$ cat config.mk
export PLATFORM = sky130hd
export DESIGN_NAME = cfg_item_port
export DESIGN_NICKNAME = d
export VERILOG_FILES = /design/src/rtl/cfg_item_pkg.sv /design/src/rtl/cfg_item_decode.sv /design/src/rtl/cfg_item_rom.sv /design/src/rtl/cfg_item_state.sv /design/src/rtl/cfg_item_port.sv
export SDC_FILE = /design/constraint.sdc
export NUM_CORES = 1
export LEC_CHECK = 0
export CAP_MARGIN = 25
export CORE_UTILIZATION = 48
export DETAILED_ROUTE_END_ITERATION = 8
export PLACE_DENSITY = 0.88
export SLEW_MARGIN = 20
export SYNTH_ARGS = -nofsm -noshare
export SYNTH_HDL_FRONTEND = slang
export SYNTH_SLANG_ARGS = --single-unit
$ cat constraint.sdc
create_clock -name clk -period 5.1 [get_ports clk]
set_clock_uncertainty 0.15 [all_clocks]
set_input_delay 0.765 -clock clk [delete_from_list [all_inputs] [get_ports clk]]
set_output_delay 0.765 -clock clk [all_outputs]
set_load 0.01 [all_outputs]
$ cat src/rtl/cfg_item_pkg.sv
package cfg_item_pkg;
   localparam int KEY_W = 16;
   typedef logic [KEY_W-1:0] key_t;

   localparam key_t KEY_SIGNATURE = 16'h0000;
   localparam key_t KEY_FEATURES  = 16'h0001;
   localparam key_t KEY_TEST_BASE = 16'h0002;
   localparam int   FIXED_ITEM_LEN = 4;

   // decoded kind of bus access in the current cycle
   typedef enum logic [1:0] {
      ACC_IDLE    = 2'd0,
      ACC_SEL_WR  = 2'd1,
      ACC_DATA_RD = 2'd2,
      ACC_MISC_RD = 2'd3
   } acc_e;
endpackage

$ cat src/rtl/cfg_item_decode.sv
module cfg_item_decode
   import cfg_item_pkg::*;
#(
   parameter int ADDR_W   = 4,
   parameter int MMIO_MAP = 0
) (
   input  logic              req,
   input  logic              wr,
   input  logic [ADDR_W-1:0] addr,
   output acc_e              acc
);
   logic [ADDR_W-1:0] sel_addr;
   logic [ADDR_W-1:0] data_addr;

   generate
      if (MMIO_MAP != 0) begin : g_mmio
         if (ADDR_W < 4) begin : g_bad_w
            $error("memory-mapped layout needs ADDR_W >= 4");
         end
         assign data_addr = '0;
         assign sel_addr  = ADDR_W'(8);
      end else begin : g_port
         if (ADDR_W < 1) begin : g_bad_w
            $error("port layout needs ADDR_W >= 1");
         end
         assign sel_addr  = '0;
         assign data_addr = ADDR_W'(1);
      end
   endgenerate

   always_comb begin
      acc = ACC_IDLE;
      if (req) begin
         if (wr) begin
            if (addr == sel_addr) acc = ACC_SEL_WR;
         end else if (addr == data_addr) begin
            acc = ACC_DATA_RD;
         end else begin
            acc = ACC_MISC_RD;
         end
      end
   end
endmodule

$ cat src/rtl/cfg_item_rom.sv
module cfg_item_rom
   import cfg_item_pkg::*;
#(
   parameter int          DATA_BYTES    = 4,
   parameter int          OFF_W         = 16,
   parameter int          NUM_TEST      = 2,
   parameter int          TEST_LEN_BASE = 6,
   parameter int          DMA_PRESENT   = 1,
   parameter logic [31:0] SIGNATURE     = 32'h4349_5054
) (
   input  key_t                      key,
   input  logic [OFF_W-1:0]          off,
   output logic [OFF_W-1:0]          len,
   output logic [8*DATA_BYTES-1:0]   lanes
);
   localparam int IDX_W = OFF_W + 1;

   generate
      if (NUM_TEST > 8) begin : g_bad_num
         $error("NUM_TEST must be at most 8");
      end
      if (TEST_LEN_BASE + NUM_TEST - 1 > 16 || TEST_LEN_BASE < 1) begin : g_bad_len
         $error("test item lengths must lie in 1..16");
      end
   endgenerate

   function automatic logic is_test(key_t k);
      return (k >= KEY_TEST_BASE) && (k < KEY_TEST_BASE + key_t'(NUM_TEST));
   endfunction

   function automatic logic [OFF_W-1:0] len_of(key_t k);
      if (k == KEY_SIGNATURE || k == KEY_FEATURES) return OFF_W'(FIXED_ITEM_LEN);
      if (is_test(k)) return OFF_W'(TEST_LEN_BASE) + OFF_W'(k - KEY_TEST_BASE);
      return '0;
   endfunction

   function automatic logic [7:0] byte_of(key_t k, logic [IDX_W-1:0] idx);
      key_t t;
      t = k - KEY_TEST_BASE;
      if (idx >= {1'b0, len_of(k)}) return 8'h00;
      if (k == KEY_SIGNATURE) begin
         case (idx[1:0])
            2'd0:    return SIGNATURE[31:24];
            2'd1:    return SIGNATURE[23:16];
            2'd2:    return SIGNATURE[15:8];
            default: return SIGNATURE[7:0];
         endcase
      end
      if (k == KEY_FEATURES) begin
         if (idx == '0) return {6'b0, (DMA_PRESENT != 0), 1'b1};
         return 8'h00;
      end
      if (is_test(k)) return {1'b1, t[2:0], idx[3:0]};
      return 8'h00;
   endfunction

   assign len = len_of(key);

   for (genvar j = 0; j < DATA_BYTES; j++) begin : g_lane
      logic [IDX_W-1:0] idx;
      assign idx = {1'b0, off} + IDX_W'(j);
      assign lanes[8*j +: 8] = byte_of(key, idx);
   end
endmodule

$ cat src/rtl/cfg_item_state.sv
module cfg_item_state
   import cfg_item_pkg::*;
#(
   parameter int DATA_BYTES = 4,
   parameter int OFF_W      = 16
) (
   input  logic             clk,
   input  logic             rst_n,
   input  acc_e             acc,
   input  key_t             wr_key,
   input  logic [OFF_W-1:0] len,
   input  logic             adv,
   input  logic [OFF_W-1:0] adv_len,
   output key_t             key,
   output logic [OFF_W-1:0] off
);
   localparam int SUM_W = OFF_W + 2;

   logic [SUM_W-1:0] step;
   logic [SUM_W-1:0] sum;
   logic [OFF_W-1:0] off_nxt;

   always_comb begin
      step = '0;
      if (acc == ACC_DATA_RD) step = step + SUM_W'(DATA_BYTES);
      if (adv)                step = step + {2'b00, adv_len};
      sum = {2'b00, off} + step;
      if (sum > {2'b00, len}) off_nxt = len;
      else                    off_nxt = sum[OFF_W-1:0];
   end

   always_ff @(posedge clk or negedge rst_n) begin
      if (!rst_n) begin
         key <= KEY_SIGNATURE;
         off <= '0;
      end else if (acc == ACC_SEL_WR) begin
         key <= wr_key;
         off <= '0;
      end else begin
         off <= off_nxt;
      end
   end
endmodule

$ cat src/rtl/cfg_item_port.sv
module cfg_item_port
   import cfg_item_pkg::*;
#(
   parameter int          ADDR_W        = 4,
   parameter int          DATA_BYTES    = 4,
   parameter int          OFF_W         = 16,
   parameter int          MMIO_MAP      = 0,
   parameter int          DMA_PRESENT   = 1,
   parameter int          NUM_TEST      = 2,
   parameter int          TEST_LEN_BASE = 6,
   parameter logic [31:0] SIGNATURE     = 32'h4349_5054
) (
   input  logic                    clk,
   input  logic                    rst_n,
   input  logic                    bus_req,
   input  logic                    bus_wr,
   input  logic [ADDR_W-1:0]       bus_addr,
   input  logic [8*DATA_BYTES-1:0] bus_wdata,
   output logic [8*DATA_BYTES-1:0] bus_rdata,
   output logic                    bus_rvalid,
   input  logic                    dma_adv,
   input  logic [OFF_W-1:0]        dma_adv_len,
   output logic [15:0]             cur_key,
   output logic [OFF_W-1:0]        cur_off,
   output logic [OFF_W-1:0]        cur_len
);
   localparam int DATA_W = 8 * DATA_BYTES;

   generate
      if (DATA_BYTES < 2 || DATA_BYTES > 8) begin : g_bad_bytes
         $error("DATA_BYTES must lie in 2..8 to carry the 16-bit key");
      end
      if (OFF_W < 5) begin : g_bad_off
         $error("OFF_W must be at least 5");
      end
   endgenerate

   acc_e              acc;
   key_t              key_q;
   logic [OFF_W-1:0]  off_q;
   logic [OFF_W-1:0]  len_w;
   logic [DATA_W-1:0] lanes_w;

   cfg_item_decode #(
      .ADDR_W  (ADDR_W),
      .MMIO_MAP(MMIO_MAP)
   ) u_dec (
      .req (bus_req),
      .wr  (bus_wr),
      .addr(bus_addr),
      .acc (acc)
   );

   cfg_item_rom #(
      .DATA_BYTES   (DATA_BYTES),
      .OFF_W        (OFF_W),
      .NUM_TEST     (NUM_TEST),
      .TEST_LEN_BASE(TEST_LEN_BASE),
      .DMA_PRESENT  (DMA_PRESENT),
      .SIGNATURE    (SIGNATURE)
   ) u_rom (
      .key  (key_q),
      .off  (off_q),
      .len  (len_w),
      .lanes(lanes_w)
   );

   cfg_item_state #(
      .DATA_BYTES(DATA_BYTES),
      .OFF_W     (OFF_W)
   ) u_state (
      .clk    (clk),
      .rst_n  (rst_n),
      .acc    (acc),
      .wr_key (bus_wdata[15:0]),
      .len    (len_w),
      .adv    (dma_adv),
      .adv_len(dma_adv_len),
      .key    (key_q),
      .off    (off_q)
   );

   always_ff @(posedge clk or negedge rst_n) begin
      if (!rst_n) begin
         bus_rvalid <= 1'b0;
         bus_rdata  <= '0;
      end else begin
         bus_rvalid <= (acc == ACC_DATA_RD) || (acc == ACC_MISC_RD);
         if (acc == ACC_DATA_RD)      bus_rdata <= lanes_w;
         else if (acc == ACC_MISC_RD) bus_rdata <= '0;
      end
   end

   assign cur_key = key_q;
   assign cur_off = off_q;
   assign cur_len = len_w;
endmodule

==> summary.txt, run 1 <==
Final layout
  – Diode insertion count for antenna repair: 0
  – Total of fill cells in the finished design: between 1,000 and 1,500
  – Fraction of layout cells with a size suffix above 1: 17.3%
  – Most common cell after layout, fill and taps aside: sky130_fd_sc_hd__clkdlybuf4s50_1
  – Net count reported at finish: between 1,000 and 1,500
  – Synth-to-layout area growth: 37.9%
  – Final core utilization: 68.0%
  – Commonest cells after routing, fill and taps aside: 109 x sky130_fd_sc_hd__clkdlybuf4s50_1, 103 x sky130_fd_sc_hd__ha_1, 87 x sky130_fd_sc_hd__buf_4

Logic synthesis
  – Main combinational cell family by area after synthesis: simple AND/OR/NAND/NOR gates
  – Number of unique standard cell types used by synthesis: 67
  – Library cell occupying the most area in the post-synthesis netlist: sky130_fd_sc_hd__dfrtp_1
  – Part of the Yosys area used for sequential elements: 23.8%
  – Synth Area in Adders: 20.2%
  – Post-Syn Area: 6850 um^2
  – Largest cells by area after synthesis: sky130_fd_sc_hd__dfrtp_1 24%, sky130_fd_sc_hd__ha_1 20%, sky130_fd_sc_hd__xnor2_1 5.1%, sky130_fd_sc_hd__nand2_1 4.5%, sky130_fd_sc_hd__xor2_1 3.5%
  – Area share of the largest cell type after synthesis: 23.8%
  – Mean area per synthesized cell: 8.38 um^2
  – Multiplexer fraction of the synthesized cell area: 3.20%
  – Synthesis-stage register bit count: 65
  – Xor/xnor share of the synthesized area: 8.57%
  – Post-Synthesis Cells: 817
  – Number of flops mapped to enable cells by yosys: 0
  – Count of yosys warnings during synthesis: 0
  – Compound-cell area share of the yosys netlist: 16.9%
  – Flip-flop cell with the highest count after synthesis: sky130_fd_sc_hd__dfrtp_1
  – Post-synthesis simple-gate area fraction: 23.1%
  – Proportion of register bits with asynchronous set or reset after synthesis: 100%

Global routing
  – Tot GR Track Use: 32.2%
  – Wire length of the first global-routing pass: around 37 mm
  – Remaining global-route overflow: 0
  – Vias in the first global route: 7,345
  – Largest net degree at the start of global routing: 66
  – Antenna violations before repair: 0

Timing
  – Minimum clock period: 5.57 ns
  – Setup repair after global routing missed its margin: true
  – Top achievable clock speed: 180 MHz
  – Slew HR: between 30% and 40%
  – Hold WS: 0.325 ns
  – Setup TNS: -6.31 ns
  – Tcrit/Tclk final: 109%
  – Number of pins with negative max-slew slack in the final report: 0
  – Worst Setup Slack, final: -0.469 ns
  – Final setup violation count: 16
  – Transition time at the pin with the least slew margin: 0.902 ns
  – Number of hold violations in the final report: 0

Clocking
  – CTS Sinks: between 60 and 70
  – Number of buffers created by CTS: 9
  – Library cell used as clock root buffer: sky130_fd_sc_hd__clkbuf_16
  – Clk_lat worst skew: 0.34 ns
  – Maximum level of the CTS H-tree: 3
  – CTS tree: built
  – CTS clock-pin slew for the worst setup and hold paths: 0.05 ns
  – Maximum clock insertion buffer count: 2
  – Hold buffers post-CTS: 0

Die
  – I/O pin count: 138
  – Die Y-Extent: 121 um
  – Starting density of the core: 49.3%
  – DIE WIDTH: about 120 um
  – Number of placement rows: 43
  – Overall die area: 14,700 um^2
  – Floorplan core area: 13,900 um^2

Setup path
  – Worst setup path category: primary input to flop
  – Crit-path max FO: 5
  – Endpoint required time on the critical path: 5.16 ns
  – Category of the worst setup path launch point: primary input
  – Arrival time at the worst endpoint: around 5.6 ns
  – CP Capture Type: flop

Status
  – Status: finished, violations left
  – Violated checks: setup timing

Detailed routing
  – Post-detailed-routing wire length: around 23 mm
  – Via count: 7,312
  – Number of nets still failing antenna checks after routing: 0
  – Drc violations: 0
  – First-pass DRT Iterations: 5
  – Drt wl/cell: 18.9 um
  – DR iter-0 viols: 630
  – DR vias/cell: 6.05

Worst hold path
  – Worst hold path class: flop to flop

Placed design
  – Port Buffers: 116
  – GP Congestion: 0.971
  – Hpwl dp: 16.8 mm

Job
  – Maxcap violations: 0

Pwr
  – Leakage power summed over all cells: 4.36 nW
  – Power density relative to cell area: 376 nW/um^2
  – Peak supply drop: between 0.0002 and 0.00025 V
[logic make-up (layout without fill, tap and decap cells)]
logic type	after synthesis	after routing
adders and majority gates	110	110
DFF	65	65
muxes	20	20
xor gates and xnor gates	67	67
buffers and inverters	70	253
other	2	30
AOI/OAI and AO/OA	182	182
and+or+nand+nor	301	301
[final cells by class]
class | count | area [um^2] | share of cell area, %
clock inverter | 3 | 65.1 | 0.689
tap | 180 | 225 | 2.39
inverter | 32 | 125 | 1.33
multi-input combinational | 710 | 5320 | 56.4
timing repair buffer | 206 | 1830 | 19.4
sequential | 65 | 1630 | 17.2
clock buffer | 12 | 246 | 2.61
[what timing repair did]
| item | 4_1_cts | 5_1_grt |
|---|---|---|
| buffers inserted | 9 | 4 |
| setup endpoints to repair | 22 | 41 |
| cloned | 1 | 0 |
| resized for setup | 37 | 20 |
| pin swaps | 26 | 23 |
[critical path, cell delays in order]
cell,delay [ns]
sky130_fd_sc_hd__clkdlybuf4s50_1,0.51
sky130_fd_sc_hd__ha_4,0.16
sky130_fd_sc_hd__ha_4,0.14
sky130_fd_sc_hd__and2_4,0.16
sky130_fd_sc_hd__nand2_2,0.06
sky130_fd_sc_hd__xnor2_1,0.12
sky130_fd_sc_hd__and2_4,0.16
sky130_fd_sc_hd__ha_4,0.23
sky130_fd_sc_hd__a21oi_4,0.17
sky130_fd_sc_hd__a21oi_2,0.07
sky130_fd_sc_hd__a41oi_2,0.21
sky130_fd_sc_hd__a21oi_2,0.10
sky130_fd_sc_hd__a21oi_2,0.22
sky130_fd_sc_hd__nand2b_1,0.16
sky130_fd_sc_hd__xor2_2,0.24
sky130_fd_sc_hd__ha_1,0.28
sky130_fd_sc_hd__and4_4,0.18
sky130_fd_sc_hd__a2111oi_4,0.39
sky130_fd_sc_hd__o221ai_2,0.17
sky130_fd_sc_hd__o22ai_2,0.15
sky130_fd_sc_hd__o211ai_1,0.12
sky130_fd_sc_hd__a221oi_2,0.31
sky130_fd_sc_hd__buf_6,0.20
sky130_fd_sc_hd__mux2i_2,0.25
sky130_fd_sc_hd__nor2_1,0.07
[final timing paths]
path	from	end	slack, ns	depth (start not counted)
max in group asynchronous	rst_n	u_state.key[13]$_DFFE_PN0N_	3.80	2
hold / removal	bus_rdata[26]$_DFFE_PN0P_	bus_rdata[26]$_DFFE_PN0P_	0.32	2
hold reg to reg	bus_rdata[26]$_DFFE_PN0P_	bus_rdata[26]$_DFFE_PN0P_	0.32	2
setup reg to reg	u_state.key[6]$_DFFE_PN0N_	u_state.off[0]$_DFF_PN0_	0.13	16
min in group asynchronous	rst_n	bus_rdata[29]$_DFFE_PN0P_	0.46	2
setup / recovery	dma_adv_len[2]	u_state.off[0]$_DFF_PN0_	-0.47	25
[where the power goes]
part	switching, W	leakage (nW)	total, W	internal [W]
Clock	0.000220	0.153	0.000657	0.000437
Combinational	0.00113	3.33	0.00217	0.00104
Sequential	0.000146	0.872	0.000730	0.000584
Total	0.00150	4.36	0.00355	0.00206
[layer usage]
| layer | GRT usage, % | up-vias | wire length (um) |
|---|---|---|---|
| met2 | 55.5 | 416 | 11100 |
| met3 | 5.97 | 116 | 1790 |
| met5 | 0 | - | 0 |
| met1 | 36.4 | 3432 | 8660 |
| li1 | - | 3348 | - |
| met4 | 20.2 | 0 | 1290 |
[Yosys cell counts, types with 12 or more instances]
| cell type | count |
|---|---|
| sky130_fd_sc_hd__mux2_2 | 15 |
| sky130_fd_sc_hd__xor2_1 | 27 |
| sky130_fd_sc_hd__nand2_1 | 82 |
| sky130_fd_sc_hd__o21ai_0 | 47 |
| sky130_fd_sc_hd__xnor2_1 | 40 |
| sky130_fd_sc_hd__clkbuf_1 | 31 |
| sky130_fd_sc_hd__nor2_1 | 48 |
| sky130_fd_sc_hd__nand3_1 | 23 |
| sky130_fd_sc_hd__ha_1 | 109 |
| sky130_fd_sc_hd__and2_1 | 26 |
| sky130_fd_sc_hd__dfrtp_1 | 65 |
| sky130_fd_sc_hd__nand4_1 | 21 |
| sky130_fd_sc_hd__a21o_1 | 22 |
| sky130_fd_sc_hd__inv_1 | 31 |
| sky130_fd_sc_hd__nor2b_1 | 12 |
| sky130_fd_sc_hd__a21oi_1 | 44 |
| sky130_fd_sc_hd__nor3_1 | 19 |
[metrics by stage]
stage | cell area, um^2 | worst slack [ns] | cells | total power [W]
3_5_place_dp | 8880 | -1.04 | 1179 | 0.00264
3_3_place_gp | 8880 | -0.802 | 1179 | 0.00256
2_1_floorplan | 7100 | -0.269 | 845 | 0.00193
5_1_grt | 9440 | -0.668 | 1208 | 0.00376
4_1_cts | 9330 | -0.229 | 1204 | 0.00342
6_report | 9440 | -0.469 | 1208 | 0.00355
[registers in the layout (all words and copies together) (netlist names)]
register	flops
u_state.off	16
u_state.key	16
bus_rdata	32
bus_rvalid	1
No activity file was read; power rests on OpenSTA's default activity.
==> run 2, diff against run 1 <==
Settings changed: CORE_UTILIZATION 48 to 53, PLACE_DENSITY 0.88 to 0.92.
Clock period 5.1 ns to 6.15 ns, I/O delays scaled along.
==> summary.txt, run 2 (synthesis gave the netlist of run 1 again) <==
Status
  – Status: finished clean

Clocking
  – Maximum level of the CTS H-tree: 3 (unchanged)
  – CTS tree: built
  – Library cell used as clock root buffer: sky130_fd_sc_hd__clkbuf_16
  – CTS Sinks: 65 (unchanged)
  – Clk_lat worst skew: 0.35 ns (about the same)
  – Hold buffers post-CTS: 0 (unchanged)
  – Maximum clock insertion buffer count: 2 (unchanged)
  – CTS clock-pin slew for the worst setup and hold paths: 0.06 ns (about the same)
  – Number of buffers created by CTS: 9 (unchanged)

Setup path
  – Category of the worst setup path launch point: primary input
  – CP Capture Type: flop
  – First element of the critical path: bus_addr[2]
  – Crit-path max FO: 7 (+2)
  – Slowest cell on crit path: sky130_fd_sc_hd__o32a_1
  – Arrival time at the worst endpoint: 6.08 ns (+0.45 ns)
  – Endpoint required time on the critical path: 6.24 ns (+1.08 ns)
  – Worst setup path category: primary input to flop
  – Worst path most repeated cell: sky130_fd_sc_hd__buf_4
  – Worst reg2reg startpoint: u_state.key[6]$_DFFE_PN0N_
  – Critical Path Max Stage Delay: 0.31 ns (-0.20 ns)

Job
  – Maxcap violations: 0 (unchanged)

Die
  – Die Y-Extent: 116 um (-4.8%)
  – I/O pin count: 138 (unchanged)
  – DIE WIDTH: 116 um (-4.8%)
  – Floorplan core area: 12,600 um^2 (-9.1%)
  – Number of placement rows: 41 (-4.7%)
  – Starting density of the core: 54.2% (+4.9 points)
  – Overall die area: 13,400 um^2 (-9.3%)

Detailed routing
  – Number of nets still failing antenna checks after routing: 0 (unchanged)
  – Post-detailed-routing wire length: 23.4 mm (+2.4%)
  – DR iter-0 viols: 801 (+27%)
  – Drc violations: 0 (unchanged)
  – Via count: 7,417 (+1.4%)
  – DR vias/cell: 6.29 (+3.8%)
  – Drt wl/cell: 19.8 um (+4.8%)
  – First-pass DRT Iterations: 6 (+1)

Timing
  – Transition time at the pin with the least slew margin: 1.01 ns (+0.112 ns)
  – Number of hold violations in the final report: 0 (unchanged)
  – Number of pins with negative max-slew slack in the final report: 0 (unchanged)
  – Tcrit/Tclk final: 97.3%
  – Top achievable clock speed: 167 MHz
  – Slew HR: 32.1% (-7.5 points)
  – Hold WS: 0.331 ns (+0.00644 ns)
  – Minimum clock period: 5.98 ns
  – Final setup violation count: 0 (-16)

Final layout
  – Largest register by flop count: bus_rdata
  – Diode insertion count for antenna repair: 0 (unchanged)
  – Commonest cells after routing, fill and taps aside: 109 x sky130_fd_sc_hd__clkdlybuf4s50_1, 105 x sky130_fd_sc_hd__ha_1, 82 x sky130_fd_sc_hd__nand2_1
  – Finished Layout Cells: 1,180 (-2.3%)
  – Top flop regs: bus_rdata: 32 flops, u_state.key: 16 flops, u_state.off: 16 flops
  – Fraction of layout cells with a size suffix above 1: 14.2% (-3.1 points)
  – Net count reported at finish: 1,170 (-1.8%)
  – Max FFs per register: 32 (unchanged)
  – Most common cell after layout, fill and taps aside: sky130_fd_sc_hd__clkdlybuf4s50_1
  – Synth-to-layout area growth: 35.1%

Pwr
  – Power density relative to cell area: 317 nW/um^2 (-16%)
  – Peak supply drop: 0.000217 V (-12%)
  – Leakage power summed over all cells: 4.29 nW (-1.5%)
  – Total power after layout: 0.00293 W (-18%)

Global routing
  – Tot GR Track Use: 34.8% (+2.6 points)
  – Largest net degree at the start of global routing: 66 (unchanged)
  – Vias in the first global route: 7,277 (-0.93%)
  – Wire length of the first global-routing pass: 36.0 mm (-1.7%)
  – Remaining global-route overflow: 0 (unchanged)
  – Antenna violations before repair: 0 (unchanged)

Worst hold path
  – Hold_sp: bus_rdata[25]$_DFFE_PN0P_
  – Worst hold path class: flop to flop

Placed design
  – Port Buffers: 116 (unchanged)
  – GP Congestion: 0.980 (+0.94%)
  – Hpwl dp: 15.7 mm (-6.6%)
  – Placed cell count: 1,154 (-2.1%)
-- run 2: changes by cell type in the layout (fill, tap and decap cells not counted), moves of 3 or more --
| cell | previous run | this run |
|---|---|---|
| sky130_fd_sc_hd__nand2_1 | 79 | 82 |
| sky130_fd_sc_hd__nand2_2 | 3 | 0 |
| sky130_fd_sc_hd__ha_4 | 5 | 2 |
| sky130_fd_sc_hd__buf_6 | 5 | 1 |
| sky130_fd_sc_hd__buf_4 | 87 | 67 |
| sky130_fd_sc_hd__dlymetal6s2s_1 | 0 | 6 |
-- run 2: metrics by stage --
stage	util (%)	area [um^2]	setup WS, ns	TNS (ns)
global route	73.3	9250	-0.0869	-0.112
floorplan	-	6950	0.0261	0
detailed placement	68.3	8610	-0.920	-13.61
global placement	68.3	8610	-0.505	-7.53
finish	73.3	9250	0.168	0
CTS	71.7	9050	0.00630	0
-- run 2: path summary, 6_finish.rpt --
kind,to,slack [ns],cells past startpoint
max,u_state.off[5]$_DFF_PN0_,0.17,31
min,bus_rdata[25]$_DFFE_PN0P_,0.33,2
max reg2reg,u_state.off[5]$_DFF_PN0_,0.47,18
min reg2reg,bus_rdata[25]$_DFFE_PN0P_,0.33,2
min in group asynchronous,bus_rdata[21]$_DFFE_PN0P_,0.61,2
max in group asynchronous,u_state.off[12]$_DFF_PN0_,4.67,2
-- run 2: layer usage --
layer  share of wire, %  vias up  GRT usage, %  wire length (um)
met4                5.3        0          18.9              1230
met1                 38     3486          41.3              8830
met3                9.1      136          6.28              2140
li1                   -     3310             -                 -
met5                  0        -             0                 0
met2                 48      485          59.7             11200
-- run 2: worst max-delay path, delay by kind of cell --
family | cells | cell delay, ns
buf+inv | 7 | 1.02
simple gates | 10 | 1.35
xor+xnor | 2 | 0.24
compound gates | 8 | 1.73
fa+ha+maj | 4 | 0.81
-- run 2: timing repair --
| action | 4_1_cts | 5_1_grt |
|---|---|---|
| hold endpoints to repair | 0 | 0 |
| gates resized for setup | 18 | 32 |
| pin swaps | 12 | 25 |
| setup buffers | 4 | 6 |
| setup endpoints to repair | 16 | 16 |
| gates cloned | 0 | 0 |
-- run 2: cell type report --
cell class              count  area (um^2)
clock inverters             6         92.6
fillers                   846         3370
well taps                 172          215
inverters                  32          120
flip-flops and latches     65         1630
multi-input cells         710         5260
repair buffers            185         1710
clock buffers              10          229
-- run 2: power by group --
group          internal (W)  switching, W
Clock              0.000356      0.000204
Combinational      0.000825      0.000919
Sequential         0.000483      0.000144
Total               0.00166       0.00127
==> run 3, diff against run 2 <==
Settings changed: CORE_MARGIN set to 1.5.
==> summary.txt, run 3 (synthesis gave the netlist of run 1 again) <==
Final layout
  – Largest register by flop count: bus_rdata
  – Commonest cells after routing, fill and taps aside: 110 x sky130_fd_sc_hd__clkdlybuf4s50_1, 103 x sky130_fd_sc_hd__ha_1, 81 x sky130_fd_sc_hd__nand2_1
  – Total of fill cells in the finished design: 844 (-0.24%)
  – Net count reported at finish: 1,164 (-0.51%)
  – Area of the multi-input gates: 5280 um^2 (+0.48%)
  – Top flop regs: bus_rdata: 32 flops, u_state.key: 16 flops, u_state.off: 16 flops
  – Most common cell after layout, fill and taps aside: sky130_fd_sc_hd__clkdlybuf4s50_1
  – Synth-to-layout area growth: 35.5%
  – Diode insertion count for antenna repair: 0 (unchanged)
  – Final core utilization: 73.5% (+0.21 points)
  – Max FFs per register: 32 (unchanged)
  – Seq. cell area: 1630 um^2 (unchanged)
  – Fraction of layout cells with a size suffix above 1: 14.1% (-0.11 points)

Clocking
  – Number of buffers created by CTS: 9 (unchanged)
  – Clk_lat worst skew: 0.34 ns (about the same)
  – Hold buffers post-CTS: 0 (unchanged)
  – Library cell used as clock root buffer: sky130_fd_sc_hd__clkbuf_16
  – Maximum clock insertion buffer count: 2 (unchanged)
  – Maximum level of the CTS H-tree: 3 (unchanged)
  – CTS clock-pin slew for the worst setup and hold paths: 0.06 ns (about the same)
  – CTS tree: built
  – CTS Sinks: 65 (unchanged)

Setup path
  – Category of the worst setup path launch point: primary input
  – Arrival time at the worst endpoint: 6.30 ns (+0.22 ns)
  – Endpoint required time on the critical path: 6.20 ns (-0.04 ns)
  – Slack of the worst reg-to-reg path: 0.17 ns (-0.30 ns)
  – Worst setup path category: primary input to flop
  – Crit-path max FO: 5 (-2)
  – CP Capture Type: flop

Placed design
  – GP Congestion: 0.941 (-4.0%)
  – Hpwl dp: 16.0 mm (+2.2%)
  – Port Buffers: 116 (unchanged)

Timing
  – Top achievable clock speed: 160 MHz (-4.2%)
  – Number of hold violations in the final report: 0 (unchanged)
  – Setup TNS: -0.125 ns (-0.125 ns)
  – Transition time at the pin with the least slew margin: 1.07 ns (+0.0556 ns)
  – Tcrit/Tclk final: 102% (+4.3 points)
  – Final setup violation count: 2 (+2)
  – Worst Setup Slack, final: -0.0978 ns (-0.265 ns)
  – Minimum clock period: 6.25 ns (+0.265 ns)
  – Number of pins with negative max-slew slack in the final report: 0 (unchanged)
  – Slew HR: 28.4% (-3.7 points)

Detailed routing
  – Drc violations: 0 (unchanged)
  – DR iter-0 viols: 1,292 (+61%)
  – DR vias/cell: 6.75 (+7.4%)
  – First-pass DRT Iterations: 7 (+1)
  – Number of nets still failing antenna checks after routing: 0 (unchanged)
  – Drt wl/cell: 22.9 um (+16%)
  – Via count: 7,924 (+6.8%)
  – Post-detailed-routing wire length: 26.9 mm (+15%)

Global routing
  – Tot GR Track Use: 35.0% (+0.29 points)
  – Antenna violations before repair: 0 (unchanged)
  – Wire length of the first global-routing pass: 36.6 mm (+1.7%)
  – Vias in the first global route: 7,351 (+1.0%)
  – Remaining global-route overflow: 0 (unchanged)
  – Largest net degree at the start of global routing: 66 (unchanged)

Pwr
  – Peak supply drop: 0.000218 V (+0.62%)
  – Power density relative to cell area: 338 nW/um^2 (+6.6%)
  – Leakage power summed over all cells: 4.28 nW (-0.30%)

Die
  – Overall die area: 13,600 um^2 (+1.7%)
  – Number of placement rows: 41 (unchanged)
  – I/O pin count: 138 (unchanged)
  – Starting density of the core: 54.2% (unchanged)
  – Floorplan core area: 12,600 um^2 (unchanged)
  – Die Y-Extent: 117 um (+0.86%)
  – DIE WIDTH: 117 um (+0.86%)

Status
  – Status: finished, violations left
  – Violated checks: setup timing

Job
  – Maxcap violations: 0 (unchanged)

Worst hold path
  – Worst hold path class: flop to flop
run 3: path summary, 6_finish.rpt:
kind / start / to / cells after the start
setup / recovery: bus_addr[0] / u_state.off[0]$_DFF_PN0_ / 28
hold / removal: bus_rdata[15]$_DFFE_PN0P_ / bus_rdata[15]$_DFFE_PN0P_ / 2
setup reg to reg: u_state.key[5]$_DFFE_PN0N_ / u_state.off[0]$_DFF_PN0_ / 17
hold reg to reg: bus_rdata[15]$_DFFE_PN0P_ / bus_rdata[15]$_DFFE_PN0P_ / 2
max in group asynchronous: rst_n / u_state.off[7]$_DFF_PN0_ / 2
min in group asynchronous: rst_n / bus_rdata[0]$_DFFE_PN0P_ / 2
run 3: layout make-up:
cell class	count	share of cell area, %
Timing Repair Buffer	179	17.8
Multi-Input combinational cell	710	57.0
Inverter	32	1.32
Sequential cell	65	17.5
Tap cell	172	2.32
Clock buffer	10	2.58
Clock inverter	6	1.48
run 3: metal layers:
layer / track usage, % / routed length, um / up-vias
met5: 0 / 0 / -
met1: 41.1 / 9120 / 3623
met3: 5.50 / 3030 / 294
li1: - / - / 3284
met2: 60.3 / 12300 / 723
met4: 21.5 / 2500 / 0
run 3: metrics by stage:
| step | power (W) | std cells | cell area [um^2] | hold slack [ns] | worst slack [ns] |
|---|---|---|---|---|---|
| 2_1_floorplan | 0.00157 | 845 | 6950 | 0.366 | 0.0261 |
| 3_3_place_gp | 0.00203 | 1146 | 8540 | 0.313 | -0.436 |
| 3_5_place_dp | 0.00210 | 1146 | 8540 | 0.320 | -0.708 |
| 4_1_cts | 0.00287 | 1166 | 9030 | 0.332 | 0.00875 |
| 5_1_grt | 0.00323 | 1174 | 9270 | 0.350 | -0.312 |
| 6_report | 0.00313 | 1174 | 9270 | 0.322 | -0.0978 |
run 3: power by group:
group | switching (W) | internal [W] | leakage [nW]
registers | 0.000161 | 0.000482 | 0.872
logic | 0.000997 | 0.000824 | 3.23
clock network | 0.000217 | 0.000451 | 0.183
total | 0.00138 | 0.00176 | 4.28
run 3: what timing repair did:
| action | 4_1_cts | 5_1_grt |
|---|---|---|
| pin swaps | 7 | 29 |
| endpoints found under the setup margin | 16 | 16 |
| gates cloned | 1 | 0 |
| buffers inserted | 3 | 8 |
| gates resized for setup | 17 | 41 |
run 3: critical path, cell delays in order:
cell,delay [ns]
sky130_fd_sc_hd__clkdlybuf4s50_1,0.56
sky130_fd_sc_hd__nand3_4,0.15
sky130_fd_sc_hd__inv_2,0.09
sky130_fd_sc_hd__ha_4,0.14
sky130_fd_sc_hd__ha_4,0.14
sky130_fd_sc_hd__and2_4,0.15
sky130_fd_sc_hd__nand2_1,0.06
sky130_fd_sc_hd__xnor2_1,0.19
sky130_fd_sc_hd__and2_4,0.18
sky130_fd_sc_hd__ha_4,0.22
sky130_fd_sc_hd__a21oi_4,0.20
sky130_fd_sc_hd__a21oi_2,0.10
sky130_fd_sc_hd__a41oi_2,0.20
sky130_fd_sc_hd__a21oi_2,0.12
sky130_fd_sc_hd__a21oi_4,0.22
sky130_fd_sc_hd__nand2b_1,0.13
sky130_fd_sc_hd__xor2_1,0.18
sky130_fd_sc_hd__ha_1,0.34
sky130_fd_sc_hd__and4_4,0.27
sky130_fd_sc_hd__buf_6,0.11
sky130_fd_sc_hd__nand2_2,0.06
sky130_fd_sc_hd__o32a_1,0.31
sky130_fd_sc_hd__o22ai_1,0.18
sky130_fd_sc_hd__o211ai_1,0.14
sky130_fd_sc_hd__a221oi_2,0.31
sky130_fd_sc_hd__buf_4,0.25
sky130_fd_sc_hd__mux2i_1,0.27
sky130_fd_sc_hd__nor2_1,0.10
